**config.mk**
```make
export PLATFORM = sky130hd
export DESIGN_NAME = seg_xlat_top
export DESIGN_NICKNAME = d
export VERILOG_FILES = /design/src/rtl/seg_xlat_pkg.sv /design/src/rtl/seg_table.sv /design/src/rtl/seg_check.sv /design/src/rtl/seg_resp_reg.sv /design/src/rtl/seg_xlat_top.sv
export SDC_FILE = /design/constraint.sdc
export NUM_CORES = 1
export LEC_CHECK = 0
export ABC_CLOCK_PERIOD_IN_PS = 4500
export BUFFER_PORTS_ARGS = -buffer_cell sky130_fd_sc_hd__buf_2
export CORE_MARGIN = 5
export CORE_UTILIZATION = 55
export CTS_CLUSTER_DIAMETER = 80
export DETAILED_ROUTE_END_ITERATION = 16
export PLACE_DENSITY_LB_ADDON = 0.3
export SYNTH_ARGS = -nofsm -noshare
export SYNTH_HDL_FRONTEND = slang
export SYNTH_SLANG_ARGS = --single-unit
```
**constraint.sdc**
```tcl
create_clock -name clk -period 4.5 [get_ports clk]
set_input_delay 0.9 -clock clk [delete_from_list [all_inputs] [get_ports clk]]
set_output_delay 0.9 -clock clk [all_outputs]
set_load 0.05 [all_outputs]
```
**src/rtl/seg_xlat_pkg.sv**
```systemverilog
package seg_xlat_pkg;

    parameter int SEG_W = 3;
    parameter int OFF_W = 12;
    parameter int PA_W  = 20;

    localparam int NUM_SEG = 1 << SEG_W;
    localparam int LIM_W   = OFF_W + 1;
    localparam int LA_W    = SEG_W + OFF_W;

    typedef struct packed {
        logic             valid;
        logic [LIM_W-1:0] limit;
        logic [PA_W-1:0]  base;
    } seg_entry_t;

    localparam int ENTRY_W = $bits(seg_entry_t);

    typedef struct packed {
        logic [SEG_W-1:0] seg;
        logic [OFF_W-1:0] off;
    } log_addr_t;

    typedef enum logic {
        MODE_USER = 1'b0,
        MODE_SYS  = 1'b1
    } cpu_mode_e;

    typedef enum logic [1:0] {
        RES_NONE  = 2'd0,
        RES_OK    = 2'd1,
        RES_FAULT = 2'd2
    } xlat_res_e;

    function automatic logic offset_in_range(input logic [OFF_W-1:0] off,
                                             input logic [LIM_W-1:0] limit);
        return {1'b0, off} < limit;
    endfunction

    function automatic logic [PA_W-1:0] phys_sum(input logic [PA_W-1:0]  base,
                                                 input logic [OFF_W-1:0] off);
        return base + PA_W'(off);
    endfunction

endpackage

```
**src/rtl/seg_table.sv**
```systemverilog
module seg_table
    import seg_xlat_pkg::*;
(
    input  logic                       clk,
    input  logic                       rst,
    input  logic                       wr_en,
    input  cpu_mode_e                  mode,
    input  logic [SEG_W-1:0]           wr_idx,
    input  seg_entry_t                 wr_entry,
    input  logic [SEG_W-1:0]           rd_idx,
    output seg_entry_t                 rd_entry,
    output logic [NUM_SEG*ENTRY_W-1:0] table_bits
);

    // Write is gated by the privilege level before any entry decodes it.
    logic wr_allowed;
    assign wr_allowed = wr_en && (mode == MODE_SYS);

    seg_entry_t entry_q [NUM_SEG];

    for (genvar g = 0; g < NUM_SEG; g++) begin : g_entry
        logic hit;
        assign hit = wr_allowed && (wr_idx == SEG_W'(g));

        always_ff @(posedge clk) begin
            if (rst) begin
                entry_q[g] <= '0;
            end else if (hit) begin
                entry_q[g] <= wr_entry;
            end
        end

        assign table_bits[g*ENTRY_W +: ENTRY_W] = entry_q[g];
    end

    // Read sees the registered contents, so a same-cycle write is not visible yet.
    assign rd_entry = entry_q[rd_idx];

endmodule

```
**src/rtl/seg_check.sv**
```systemverilog
module seg_check
    import seg_xlat_pkg::*;
(
    input  logic            req_valid,
    input  log_addr_t       la,
    input  seg_entry_t      ent,
    output xlat_res_e       res,
    output logic [PA_W-1:0] pa
);

    logic legal;

    always_comb begin
        legal = ent.valid && offset_in_range(la.off, ent.limit);
        pa    = '0;
        if (!req_valid) begin
            res = RES_NONE;
        end else if (legal) begin
            res = RES_OK;
            pa  = phys_sum(ent.base, la.off);
        end else begin
            res = RES_FAULT;
        end
    end

endmodule

```
**src/rtl/seg_resp_reg.sv**
```systemverilog
module seg_resp_reg
    import seg_xlat_pkg::*;
(
    input  logic            clk,
    input  logic            rst,
    input  xlat_res_e       res_d,
    input  logic [PA_W-1:0] pa_d,
    output logic            ok_q,
    output logic            fault_q,
    output logic [PA_W-1:0] pa_q
);

    always_ff @(posedge clk) begin
        if (rst) begin
            ok_q    <= 1'b0;
            fault_q <= 1'b0;
            pa_q    <= '0;
        end else begin
            ok_q    <= (res_d == RES_OK);
            fault_q <= (res_d == RES_FAULT);
            pa_q    <= (res_d == RES_OK) ? pa_d : '0;
        end
    end

endmodule

```
**src/rtl/seg_xlat_top.sv**
```systemverilog
module seg_xlat_top
    import seg_xlat_pkg::*;
(
    input  logic             clk,
    input  logic             rst,
    input  logic             la_valid,
    input  logic [LA_W-1:0]  la_addr,
    input  logic             sys_mode,
    input  logic             tw_en,
    input  logic [SEG_W-1:0] tw_index,
    input  logic [PA_W-1:0]  tw_base,
    input  logic [LIM_W-1:0] tw_limit,
    input  logic             tw_valid,
    output logic             pa_valid,
    output logic [PA_W-1:0]  pa_addr,
    output logic             seg_fault
);

    log_addr_t                  la;
    seg_entry_t                 wr_entry;
    seg_entry_t                 rd_entry;
    cpu_mode_e                  mode;
    xlat_res_e                  res;
    logic [PA_W-1:0]            pa_comb;
    logic [NUM_SEG*ENTRY_W-1:0] tbl_bits;

    assign la   = log_addr_t'(la_addr);
    assign mode = sys_mode ? MODE_SYS : MODE_USER;

    always_comb begin
        wr_entry       = '0;
        wr_entry.valid = tw_valid;
        wr_entry.limit = tw_limit;
        wr_entry.base  = tw_base;
    end

    seg_table i_table (
        .clk        (clk),
        .rst        (rst),
        .wr_en      (tw_en),
        .mode       (mode),
        .wr_idx     (tw_index),
        .wr_entry   (wr_entry),
        .rd_idx     (la.seg),
        .rd_entry   (rd_entry),
        .table_bits (tbl_bits)
    );

    seg_check i_check (
        .req_valid (la_valid),
        .la        (la),
        .ent       (rd_entry),
        .res       (res),
        .pa        (pa_comb)
    );

    seg_resp_reg i_resp (
        .clk     (clk),
        .rst     (rst),
        .res_d   (res),
        .pa_d    (pa_comb),
        .ok_q    (pa_valid),
        .fault_q (seg_fault),
        .pa_q    (pa_addr)
    );

endmodule

```
Word-level counts from Yosys, hierarchy flattened
Memories as Yosys holds them, arrays and structs flattened.
Cells that the tools add are included.
{"block": "word_totals", "reg_bits": 22, "ram_bits": 272, "input_bits": 57, "output_inout_bits": 22, "word_cells": 75, "memories": 1}
{"memory": "i_table.entry_q", "depth": 8, "width": 34, "rd": 1, "rd_clocked_by_memory_dff": 0, "write_ports": 8, "line": "seg_table.sv:19", "text": "seg_entry_t entry_q [NUM_SEG];"}
{"block": "op_classes", "add_sub_neg": 1, "order_cmp": 1, "eq_ne": 9, "n_mux": 37, "n_bitwise": 11, "reduce_logical": 12}
{"cell": "2-to-1 mux 34 bit", "count": 8}
{"cell": "2-to-1 mux 1 bit", "count": 27}
{"cell": "adder 20 x 12 -> 20 bit", "count": 1}
{"cell": "< comparator 12 x 13 -> 1 bit", "count": 1}
{"cell": "equality test 3 bit, second input constant", "count": 4}
{"cell": "logical AND 1 bit", "count": 10}
{"cell": "OR 1 bit", "count": 8}
{"cell": "equality test 3 x 2 -> 1 bit, second input constant", "count": 2}
{"cell": "2-to-1 mux 2 bit", "count": 2}
{"cell": "OR reduction 4 bit", "count": 1}
{"cell": "equality test 3 x 1 -> 1 bit, second input constant", "count": 1}
{"cell": "zero test 3 bit", "count": 1}
{"cell": "inverter 1 bit", "count": 3}
{"cell": "equality test 2 x 1 -> 1 bit, second input constant", "count": 1}
{"cell": "equality test 2 bit, second input constant", "count": 1}

Logic depth before layout (Yosys ltp)
Gate-level depths: netlist of the first run.
An unclocked memory read counts as a cell.
{"block": "depth", "word_depth": 8, "ltp_mapped": 16, "mapped_depth_nobuf": 11}

Hierarchy
From an unflattened synthesis of the first run, not the netlist that was laid out.
{"block": "hier_totals", "cells_unflattened": 1008, "hier_area_um2": 14204.9}
{"module": "seg_table", "n_inst": 1, "cells_per_inst": 777, "area_per_inst_um2": 12177.9, "seq_area_each_um2": 8167.8}
{"module": "seg_check", "n_inst": 1, "cells_per_inst": 181, "area_per_inst_um2": 1301.2, "seq_area_each_um2": 0.0}
{"module": "seg_resp_reg", "n_inst": 1, "cells_per_inst": 50, "area_per_inst_um2": 725.7, "seq_area_each_um2": 440.4}

Worst setup path before layout of the first run
OpenSTA, ideal clock, no wires.
{"block": "synth_timing", "path_kind": "in2reg", "startpoint": "in la_addr[12]", "endpoint": "reg i_resp.pa_q[14]", "setup_ps": 86, "t_arrival_ps": 4497, "required_time_ps": 4414, "setup_slack_ps": -82, "stages": 16, "n_path_buf": 5, "cell_sequence": "buf_6 buf_12 buf_4 buf_2 buf_2 mux4_2 mux2_2 ha_1 inv_1 fa_1 nor2b_1 o31a_1 o41ai_1 o211ai_1 a31o_2 a211oi_1"}
{"block": "synth_between", "elab_chain_len": 8, "elab_cells_between_ends": 10, "cone_classes": "add/sub (1); order compare (1); eq/ne (1); mux (2); bitwise (2); reduce/logical (2); memory (1)"}
{"item": "from (decl)", "line": "seg_xlat_top.sv:7", "text": "input logic [LA_W-1:0] la_addr,"}
{"item": "memory read (8 x 34 bit) *"}
{"item": "< comparator 12 x 13 -> 1 bit", "line": "seg_xlat_pkg.sv:37", "text": "return {1'b0, off} < limit;"}
{"item": "logical AND 1 bit", "line": "seg_check.sv:14", "text": "legal = ent.valid && offset_in_range(la.off, ent.limit);"}
{"item": "2-to-1 mux 2 bit", "line": "seg_check.sv:18", "text": "end else if (legal) begin"}
{"item": "2-to-1 mux 2 bit", "line": "seg_check.sv:16", "text": "if (!req_valid) begin"}
{"item": "equality test 2 x 1 -> 1 bit", "line": "seg_resp_reg.sv:21", "text": "pa_q <= (res_d == RES_OK) ? pa_d : '0;"}
{"item": "inverter 1 bit (no source line)"}
{"item": "OR reduction 4 bit (no source line)"}
{"item": "to (signal assigned)", "line": "seg_resp_reg.sv:21"}
{"item": "to (decl)", "line": "seg_resp_reg.sv:10", "text": "output logic [PA_W-1:0] pa_q"}
Every way passes the cells marked *; elsewhere a longest branch is shown, timed or not.
A chain may end at the register's enable or synchronous reset.

Worst setup path after layout of the first run
{"block": "layout_timing", "startpoint": "in la_addr[12]", "endpoint": "reg i_resp.pa_q[15]"}
Same word-level chain as after synthesis.

==> run_results.csv, run 1 <==
group,metric,value,unit
outcome,status,"completed",
sta,fmax,276,MHz
floorplanning,die_area,28300,sq um
sta,fin_skew,17.1,ps
synthesis,yosys.area.top_type,"edfxtp_1",
place,dp_hpwl,19900,um
detailed_routing,via_per_inst,5.93,
critical_path,cp_cell_sequence,"buf_4 -> buf_12 -> buf_4 -> mux4_2 -> mux2_2 -> ha_1 -> or2_2 -> a21oi_1 -> a31o_2 -> nor4_1 -> nor4b_1",
clock_network,tritoncts,"yes",
detailed_routing,vias,7921,
floorplanning,core_area,24500,sq um
synthesis,seq_area_frac_synth,62.6,%
synthesis,syn_inst,892,
clock_network,clk_pin_slew,60,ps
sta,fin_setup_tns,0,ps
final_layout,nets,1068,
synthesis,netlist_area,13800,sq um
detailed_routing,drtIter0Drc,832,
floorplanning,pin_count,79,
detailed_routing,drc_errors,0,
floorplanning,initial_core_util,56.2,%
hold_path,min-delay-path-class,"in2reg",
flow_run,drv_cap,0,
power_and_ir_drop,p_switching,1.50,mW
clock_network,cts_setup_buffers,0,
synthesis,synth_ff_type,"edfxtp_1",
clock_network,cts_made_buffers,30,
floorplanning,rows,57,
power_and_ir_drop,p_leak,5.81,nW
synthesis,synthTopCellsByArea,"edfxtp_1 59%, and2_1 13%, mux4_2 9.2%, dfxtp_1 3.2%, mux4_1 2.1%",
critical_path,cp_top_family,"buffers and inverters",
grt,antenna_found_initial,4,
detailed_routing,firstDrtPassIters,7,
final_layout,finish.utilization,64.4,%
synthesis,yosys_warnings,0,
sta,period_needed,3630,ps
sta,finalHoldViolCount,0,
clock_network,cts.repair.resized,0,
critical_path,critPathLaunchType,"input port",
sta,grt_setup_unrepaired,"no",
clock_network,hold_buffers,0,
power_and_ir_drop,power.density,409,nW/um^2
detailed_routing,routedWlPerCell,23.9,um
grt,gr-usage-all-layers,22.8,%
sta,slew_viol_final,0,
critical_path,crit_buf_inv,3,
place,gp_congestion,0.876,
clock_network,insertion_delay,560,ps
clock_network,cts_root_buf,"clkbuf_16",
synthesis,yosysMostFrequentCell,"and2_1",
synthesis,synth-async-reset-ratio,0,%
power_and_ir_drop,vdd_drop_max,0.316,mV
clock_network,cts.sink_count,294,
synthesis,syn_avg_cell_area,15.4,sq um
power_and_ir_drop,pwr-share-seq,49.5,%
sta,worst-slew-pin-transition,1080,ps
critical_path,slowest_stage,"mux4_2",
sta,setup_violations,0,
synthesis,ys_ff_latch,294,
synthesis,ys_types,53,
power_and_ir_drop,clkPwrFrac,39.1,%
detailed_routing,drtAntennaViolNets,0,
power_and_ir_drop,pwr-share-comb,11.4,%
floorplanning,die_h,168,um
clock_network,clk_path_buf_depth,3,
final_layout,fill_cells,1727,
power_and_ir_drop,p_int,4.93,mW
place,buffer_ports.inserted,78,
grt,grt_max_degree,35,
synthesis,synth_edf_count,272,
power_and_ir_drop,switching_share,23.4,%
final_layout,diodes,0,
floorplanning,dieWidth,168,um
synthesis,syn_nets,973,
critical_path,critPathMostFrequentCell,"buf_4",
grt,grt_pass1_wl,48900,um
synthesis,synth_top_area_share,59.4,%
place,dpl.cell_count,1279,
sta,relSlewSlack,28.2,%
clock_network,htreeDepth,1,
final_layout,drive_gt1_share,25.3,%
critical_path,endpoint_kind,"flop",
critical_path,critPathKind,"in2reg",
grt,grt_pass1_vias,8171,
power_and_ir_drop,total_power,6.43,mW
sta,hold_ws,696,ps
critical_path,cp.arrival,4070,ps
critical_path,cp_max_fo,23,
grt,grt_overflow_total,0,
critical_path,crit_path_max_incr_delay,520,ps
detailed_routing,wl,31900,um
final_layout,area_growth,14.5,%
critical_path,critPathRequiredTime,4940,ps
final_layout,final_cells,1335,
sta,period_share,80.6,%
synthesis,synth_commonest_cells,"275 x and2_1, 272 x edfxtp_1, 56 x mux4_2, 36 x clkbuf_1, 23 x ha_1",
registers in the layout (all words and copies together) (netlist names):
name	flops
i_resp.ok_q	1
i_resp.fault_q	1
i_resp.pa_q	20
i_table.entry_q	272
power groups by stage:
stage	Combinational, mW	Clock [mW]	Sequential [mW]
final	0.735	2.51	3.19
after global routing	0.795	2.66	3.20
after CTS	0.737	2.54	3.19
after detailed placement	0.733	0	3.24
after global placement	0.721	0	3.24
after floorplan	0.451	0	3.28
logic make-up (layout without fill, tap and decap cells):
logic type / count (synthesis) / after routing / synth area share [%]
AO/OA/AOI/OAI: 59 / 59 / 3.18
adder cells (fa/ha/maj): 24 / 24 / 2.24
flip-flops: 294 / 294 / 62.6
XOR/XNOR: 7 / 7 / 0.446
buffers and inverters: 55 / 174 / 1.81
multiplexers: 104 / 104 / 14.2
AND/OR/NAND/NOR: 349 / 349 / 15.5
layer usage:
layer  vias to the layer above  GRT usage (%)  part of all wire [%]  routed length [um]
li1                       3553              -                     -                   -
met1                      3982           32.1                    41               13000
met2                       305           37.6                    48               15300
met3                        73           3.70                   8.4                2680
met4                         8           5.96                   2.8                 899
met5                         -              0                  0.17                  55
layout by cell type (no fill, tap or decap), types with 8 or more instances in the layout:
master and count:
dfxtp_1 22, nor4_1 8, nor3_1 12, nand2_1 10, ha_1 23, clkbuf_16 30
o21bai_4 8, buf_4 32, mux4_2 56, nor2_1 10, mux4_1 11, and2_1 275
edfxtp_1 272, mux2i_1 19, mux2_2 16, buf_2 77, a21oi_1 9, clkbuf_1 8
area by class of cell:
class / instances / area, sq um / share of cell area, %
Timing Repair Buffer: 112 / 686 / 4.36
Tap cell: 324 / 405 / 2.57
Sequential cell: 294 / 8610 / 54.7
Clock buffer: 40 / 808 / 5.13
Clock inverter: 16 / 186 / 1.18
Multi-Input combinational cell: 543 / 5030 / 31.9
Inverter: 6 / 22.5 / 0.143
stage by stage:
step / setup WS, ps / cell area [sq um]
6_report: 872 / 15700
5_1_grt: 533 / 15700
4_1_cts: 868 / 15700
3_5_place_dp: 290 / 14700
3_3_place_gp: 398 / 14700
2_1_floorplan: 7.84 / 13800
worst paths after layout:
| path | startpoint | end | slack [ps] | cells after the start |
|---|---|---|---|---|
| max | la_addr[12] | i_resp.pa_q[15] | 870 | 11 |
| min | tw_base[5] | i_table.entry_q[4][5] | 700 | 2 |
| max reg2reg | i_table.entry_q[4][0] | i_resp.pa_q[14] | 1260 | 11 |
| min reg2reg | i_table.entry_q[2][14] | i_resp.pa_q[14] | 910 | 4 |
No activity file was read; power rests on OpenSTA's default activity.
==> inputs of run 2 (changes only) <==
--- a/config.mk
+++ b/config.mk
@@ -5,10 +5,10 @@
 export SDC_FILE = /design/constraint.sdc
 export NUM_CORES = 1
 export LEC_CHECK = 0
-export ABC_CLOCK_PERIOD_IN_PS = 4500
+export ABC_CLOCK_PERIOD_IN_PS = 3400
 export BUFFER_PORTS_ARGS = -buffer_cell sky130_fd_sc_hd__buf_2
 export CORE_MARGIN = 5
-export CORE_UTILIZATION = 55
+export CORE_UTILIZATION = 61
 export CTS_CLUSTER_DIAMETER = 80
 export DETAILED_ROUTE_END_ITERATION = 16
 export PLACE_DENSITY_LB_ADDON = 0.3
==> constraint.sdc (replaced) <==
create_clock -name clk -period 3.4 [get_ports clk]
set_input_delay 0.68 -clock clk [delete_from_list [all_inputs] [get_ports clk]]
set_output_delay 0.68 -clock clk [all_outputs]
set_load 0.05 [all_outputs]
==> run 2 against run 1 <==
- utilization up 7.2 points
- clock skew fell by 7.7 ps
- sequential share of layout area fell by 1.1 points
- sequential power up 32%
- cell count fell by 0.30%
- routed wire length is 5.0% higher
- global-route usage increased by 3.5 points
- clock-buffer cell count fell by 2
- worst setup slack worse by 690 ps
- non-clock buffer count rose by 35
- highest routed layer unchanged
==> run_results.csv, run 2 (synthesis gave the netlist of run 1 again) <==
group,metric,value,unit
grt,grt_overflow_total,0,
hold_path,hold_depth,2,
critical_path,slowest_stage,"mux4_2",
clock_network,hold_buffers,0,
power_and_ir_drop,p_leak,5.99,nW
final_layout,reg_top3,"i_table.entry_q (272), i_resp.pa_q (20)",
clock_network,clk_path_buf_depth,3,
flow_run,drv_cap,0,
detailed_routing,drtAntennaViolNets,0,
final_layout,design_area,16100,sq um
critical_path,critical_path.reg2reg.endpoint,"i_resp.pa_q[12]",
power_and_ir_drop,power.density,526,nW/um^2
critical_path,reg2reg_from,"i_table.entry_q[6][0]",
floorplanning,die_h,160,um
place,gp_congestion,0.939,
clock_network,insertion_delay,550,ps
detailed_routing,drc_errors,0,
sta,worst-slew-pin-transition,962,ps
grt,grt_pass1_wl,51100,um
floorplanning,initial_core_util,61.3,%
critical_path,cp.arrival,3630,ps
clock_network,cts_root_buf,"clkbuf_16",
sta,slew_viol_final,0,
final_layout,area_growth,16.8,%
grt,grt_pass1_vias,8562,
final_layout,final_cell_mix,"275 x and2_1, 272 x edfxtp_1, 77 x buf_2",
floorplanning,rows,55,
sta,hold_ws,480,ps
floorplanning,dieWidth,160,um
critical_path,critPathMostFrequentCell,"buf_4",
clock_network,htreeDepth,1,
sta,period_needed,3220,ps
detailed_routing,via_per_inst,6.22,
critical_path,critPathKind,"in2reg",
detailed_routing,drtIter0Drc,810,
sta,fin_skew,9.37,ps
place,buffer_ports.inserted,78,
critical_path,cp_cell_sequence,"buf_4 -> buf_12 -> mux4_2 -> mux2_4 -> ha_4 -> inv_2 -> fa_2 -> nor2b_4 -> o31a_1 -> o41ai_4 -> o211a_1 -> buf_4 -> o21ai_1 -> a211oi_1",
hold_path,min-delay-path-class,"in2reg",
critical_path,crit_path_max_incr_delay,510,ps
grt,antenna_found_initial,3,
grt,grt_max_degree,35,
critical_path,critPathLaunchType,"input port",
critical_path,critPathRequiredTime,3810,ps
place,dp_hpwl,19700,um
final_layout,nets,1103,
floorplanning,die_area,25600,sq um
sta,fmax,311,MHz
clock_network,cts.sink_count,294,
final_layout,drive_gt1_share,28.6,%
place,dpl_cell_area,15100,sq um
outcome,status,"completed",
sta,period_share,94.7,%
clock_network,cts_made_buffers,30,
final_layout,top_register,"i_table.entry_q",
floorplanning,pin_count,79,
detailed_routing,vias,8281,
final_layout,largest_reg_flops,272,
sta,grt_setup_unrepaired,"no",
sta,setup_violations,0,
critical_path,regToRegSetupSlack,240,ps
clock_network,tritoncts,"yes",
critical_path,cp_max_fo,6,
clock_network,clk_pin_slew,60,ps
sta,relSlewSlack,35.9,%
detailed_routing,routedWlPerCell,25.2,um
place,dp_slack,-369,ps
power_and_ir_drop,vdd_drop_max,0.352,mV
sta,finalHoldViolCount,0,
critical_path,rr_worst_depth,12,
detailed_routing,wl,33500,um
detailed_routing,firstDrtPassIters,5,
grt,gr-usage-all-layers,26.3,%
floorplanning,core_area,22400,sq um
critical_path,endpoint_kind,"flop",
final_layout,final_common_cell,"and2_1",
sta,setup_ws,181,ps
critical_path,crit_end,"i_resp.pa_q[12]",
critical_path,critPathLaunch,"la_addr[12]",
[run 2: cell types whose count changed in the layout (fill, tap and decap cells not counted), moves of 2 or more]
cell and delta:
o21ai_0 -2, ha_4 +4, o21ai_1 +2, buf_12 +7
clkinv_1 +3, buf_4 +28, clkbuf_1 -3, ha_1 -4
nor2_2 +2, bufinv_16 -3
[run 2: report_power, final]
part / internal (mW) / switching, mW / leakage, nW
sequential: 4.16 / 0.0585 / 2.78
combinational: 0.491 / 0.637 / 2.75
clock: 1.75 / 1.34 / 0.457
total: 6.41 / 2.04 / 5.99
[run 2: final cells by class]
cell class / instances / area [sq um]
flip-flops and latches: 294 / 8610
fillers: 1468 / 6380
multi-input cells: 543 / 5100
repair buffers: 147 / 1040
clock buffers: 38 / 811
well taps: 285 / 357
clock inverters: 17 / 116
inverters: 6 / 22.5
diodes: 1 / 2.50
[run 2: layer usage]
| metal | global-route usage (%) | up-vias | routed length (um) |
|---|---|---|---|
| li1 | - | 3632 | - |
| met2 | 43.5 | 415 | 16300 |
| met5 | 0 | - | 21 |
| met4 | 7.74 | 4 | 862 |
| met1 | 36.6 | 4163 | 13200 |
| met3 | 4.59 | 67 | 3090 |
[run 2: repair_timing]
item                                    CTS  global route
gates resized for setup                   0             1
hold endpoints to repair                  0             0
setup buffers                             0             0
endpoints found under the setup margin    0             1
[run 2: worst min path at each step]
stage | start | end | slack (ps)
2_1_floorplan | i_table.entry_q[4][20] | i_resp.fault_q | 810
3_3_place_gp | i_table.entry_q[4][19] | i_resp.pa_q[19] | 950
3_5_place_dp | i_table.entry_q[7][19] | i_resp.pa_q[19] | 950
4_1_cts | tw_base[18] | i_table.entry_q[4][18] | 460
5_1_grt | tw_base[7] | i_table.entry_q[5][7] | 490
6_report | tw_base[13] | i_table.entry_q[1][13] | 480
[run 2: worst max-delay path: cells and delay by family]
family | cells | cell delay, ps
simple gates | 1 | 50
buf+inv | 4 | 440
fa+ha+maj | 2 | 390
compound gates | 5 | 1250
mux | 2 | 800
[run 2: stage by stage]
step	total power, mW	TNS [ps]	util [%]	cells
6_report	8.45	0	71.6	1331
5_1_grt	8.73	0	71.6	1331
4_1_cts	8.46	0	71.6	1330
3_5_place_dp	5.40	-3390	67.4	1275
3_3_place_gp	5.37	-1780	67.4	1275
2_1_floorplan	4.97	-3550	-	892
==> inputs of run 3 (changes only) <==
--- a/config.mk
+++ b/config.mk
@@ -6,12 +6,13 @@
 export NUM_CORES = 1
 export LEC_CHECK = 0
 export ABC_CLOCK_PERIOD_IN_PS = 3400
-export BUFFER_PORTS_ARGS = -buffer_cell sky130_fd_sc_hd__buf_2
 export CORE_MARGIN = 5
-export CORE_UTILIZATION = 61
+export CORE_UTILIZATION = 64
 export CTS_CLUSTER_DIAMETER = 80
 export DETAILED_ROUTE_END_ITERATION = 16
+export DONT_BUFFER_PORTS = 1
 export PLACE_DENSITY_LB_ADDON = 0.3
+export SETUP_SLACK_MARGIN = 0.4
 export SYNTH_ARGS = -nofsm -noshare
 export SYNTH_HDL_FRONTEND = slang
 export SYNTH_SLANG_ARGS = --single-unit
==> run 3 against run 2 <==
- clock-buffer cell count is 8 higher
- via count shrank 4.7%
- flip-flop and latch count did not move
- clock skew grew 7.6 ps
- total power down 2.3%
- cell count down 8.9%
- combinational power shrank 23%
- non-clock buffer count down 109
- highest routed layer unchanged
==> run_results.csv, run 3 (synthesis gave the netlist of run 1 again) <==
group,metric,value,unit
floorplanning,dieWidth,157,um
place,buffer_ports.inserted,0,
power_and_ir_drop,total_power,8.26,mW
critical_path,regToRegSetupSlack,280,ps
clock_network,tritoncts,"yes",
critical_path,critPathLaunch,"i_table.entry_q[3][0]",
clock_network,cts.sink_count,294,
critical_path,cp_max_fo,3,
floorplanning,core_area,21100,sq um
sta,setup_violations,0,
final_layout,drive_gt1_share,20.9,%
critical_path,critPathRequiredTime,3840,ps
sta,grt_setup_unrepaired,"yes",
floorplanning,pin_count,79,
grt,grt_pass1_wl,49500,um
sta,fmax,321,MHz
detailed_routing,routedWlPerCell,27.4,um
power_and_ir_drop,vdd_drop_max,0.482,mV
final_layout,reg_top3,"i_table.entry_q (272), i_resp.pa_q (20)",
clock_network,cts_root_buf,"clkbuf_16",
outcome,status,"completed",
critical_path,critical_path.reg2reg.endpoint,"i_resp.pa_q[12]",
sta,worst-slew-pin-transition,1150,ps
clock_network,clk_pin_slew,60,ps
sta,relSlewSlack,23.5,%
flow_run,drv_cap,0,
grt,grt_max_degree,70,
detailed_routing,drtAntennaViolNets,0,
grt,grt_pass1_vias,8266,
detailed_routing,drtIter0Drc,795,
sta,period_needed,3120,ps
grt,antenna_found_initial,3,
floorplanning,rows,53,
grt,grt_overflow_total,0,
sta,slew_viol_final,0,
detailed_routing,vias,7889,
place,dp_hpwl,18900,um
sta,period_share,91.7,%
place,gp_congestion,1.04,
final_layout,nets,994,
final_layout,largest_reg_flops,272,
critical_path,reg2reg_from,"i_table.entry_q[3][0]",
sta,finalHoldViolCount,0,
critical_path,cp.arrival,3560,ps
final_layout,top_register,"i_table.entry_q",
clock_network,hold_buffers,0,
floorplanning,die_area,24500,sq um
place,dpl.cell_count,1146,
floorplanning,initial_core_util,65.2,%
critical_path,rr_worst_depth,12,
power_and_ir_drop,power.density,537,nW/um^2
final_layout,final_cell_mix,"275 x and2_1, 272 x edfxtp_1, 56 x mux4_2",
hold_path,holdCritStartpoint,"tw_base[13]",
detailed_routing,firstDrtPassIters,5,
final_layout,final_cells,1212,
floorplanning,die_h,157,um
clock_network,cts_made_buffers,30,
critical_path,critPathLaunchType,"flop",
clock_network,htreeDepth,1,
detailed_routing,via_per_inst,6.51,
critical_path,crit_path_max_incr_delay,490,ps
clock_network,clk_path_buf_depth,3,
power_and_ir_drop,p_leak,5.47,nW
critical_path,slowest_stage,"mux4_2",
critical_path,critPathKind,"reg2reg",
critical_path,cp_cell_sequence,"mux4_2 -> mux2_4 -> ha_4 -> inv_2 -> fa_2 -> nor2b_4 -> o31a_1 -> o41ai_4 -> buf_4 -> o211a_1 -> o21ai_1 -> a211oi_2",
final_layout,area_growth,11.8,%
sta,fin_skew,17.0,ps
critical_path,crit_end,"i_resp.pa_q[12]",
hold_path,min-delay-path-class,"in2reg",
critical_path,endpoint_kind,"flop",
detailed_routing,drc_errors,0,
clock_network,insertion_delay,560,ps
final_layout,final_common_cell,"and2_1",
detailed_routing,wl,33200,um
grt,gr-usage-all-layers,27.5,%
run 3: report_power, final:
group | leakage [nW] | total (mW) | internal [mW] | switching, mW
Combinational | 2.22 | 0.874 | 0.411 | 0.462
Clock | 0.459 | 3.10 | 1.79 | 1.30
Sequential | 2.78 | 4.28 | 4.16 | 0.120
run 3: layout make-up:
| cell class | instances | area [sq um] |
|---|---|---|
| antenna | 1 | 2.50 |
| clock inverter | 9 | 40.0 |
| tap | 275 | 344 |
| timing repair buffer | 38 | 298 |
| fill | 1277 | 5720 |
| inverter | 6 | 22.5 |
| clock buffer | 46 | 893 |
| multi-input combinational | 543 | 5160 |
| sequential | 294 | 8610 |
run 3: worst min path at each step:
stage                                        end  cells after the start
after detailed placement   i_table.entry_q[7][3]                      1
after global placement           i_resp.pa_q[14]                      4
final                     i_table.entry_q[5][13]                      1
after CTS                 i_table.entry_q[5][12]                      1
after floorplan                   i_resp.fault_q                      4
after global routing      i_table.entry_q[7][11]                      1
run 3: metal layers:
layer / global-route usage, % / part of all wire [%] / vias to the layer above
li1: - / - / 3396
met3: 7.88 / 11 / 86
met4: 7.60 / 3.2 / 4
met5: 0 / 0.099 / -
met1: 37.5 / 38 / 3997
met2: 44.1 / 48 / 406
run 3: what timing repair did:
action | in CTS | in global routing
pin swaps | 2 | 11
setup endpoints to repair | 7 | 15
gates cloned | 0 | 0
setup buffers | 4 | 6
resized for setup | 3 | 8
run 3: through the flow:
step	hold WS, ps	setup WS, ps	setup TNS [ps]	instance area (sq um)	utilization, %
after floorplan	810	-428	-3550	13900	-
after global routing	305	218	0	15400	72.9
after detailed placement	882	-210	-430	14300	67.8
after global placement	877	-152	-152	14300	67.8
final	315	283	0	15400	72.9
after CTS	302	327	0	15300	72.4
run 3: worst max-delay path, delay by kind of cell (launching register included):
family | cells | cell delay [ps]
adder cells (fa/ha/maj) | 2 | 390
multiplexers | 2 | 790
AO/OA/AOI/OAI | 5 | 1180
buffers and inverters | 2 | 230
AND/OR/NAND/NOR | 1 | 50
flip-flops | 1 | 370
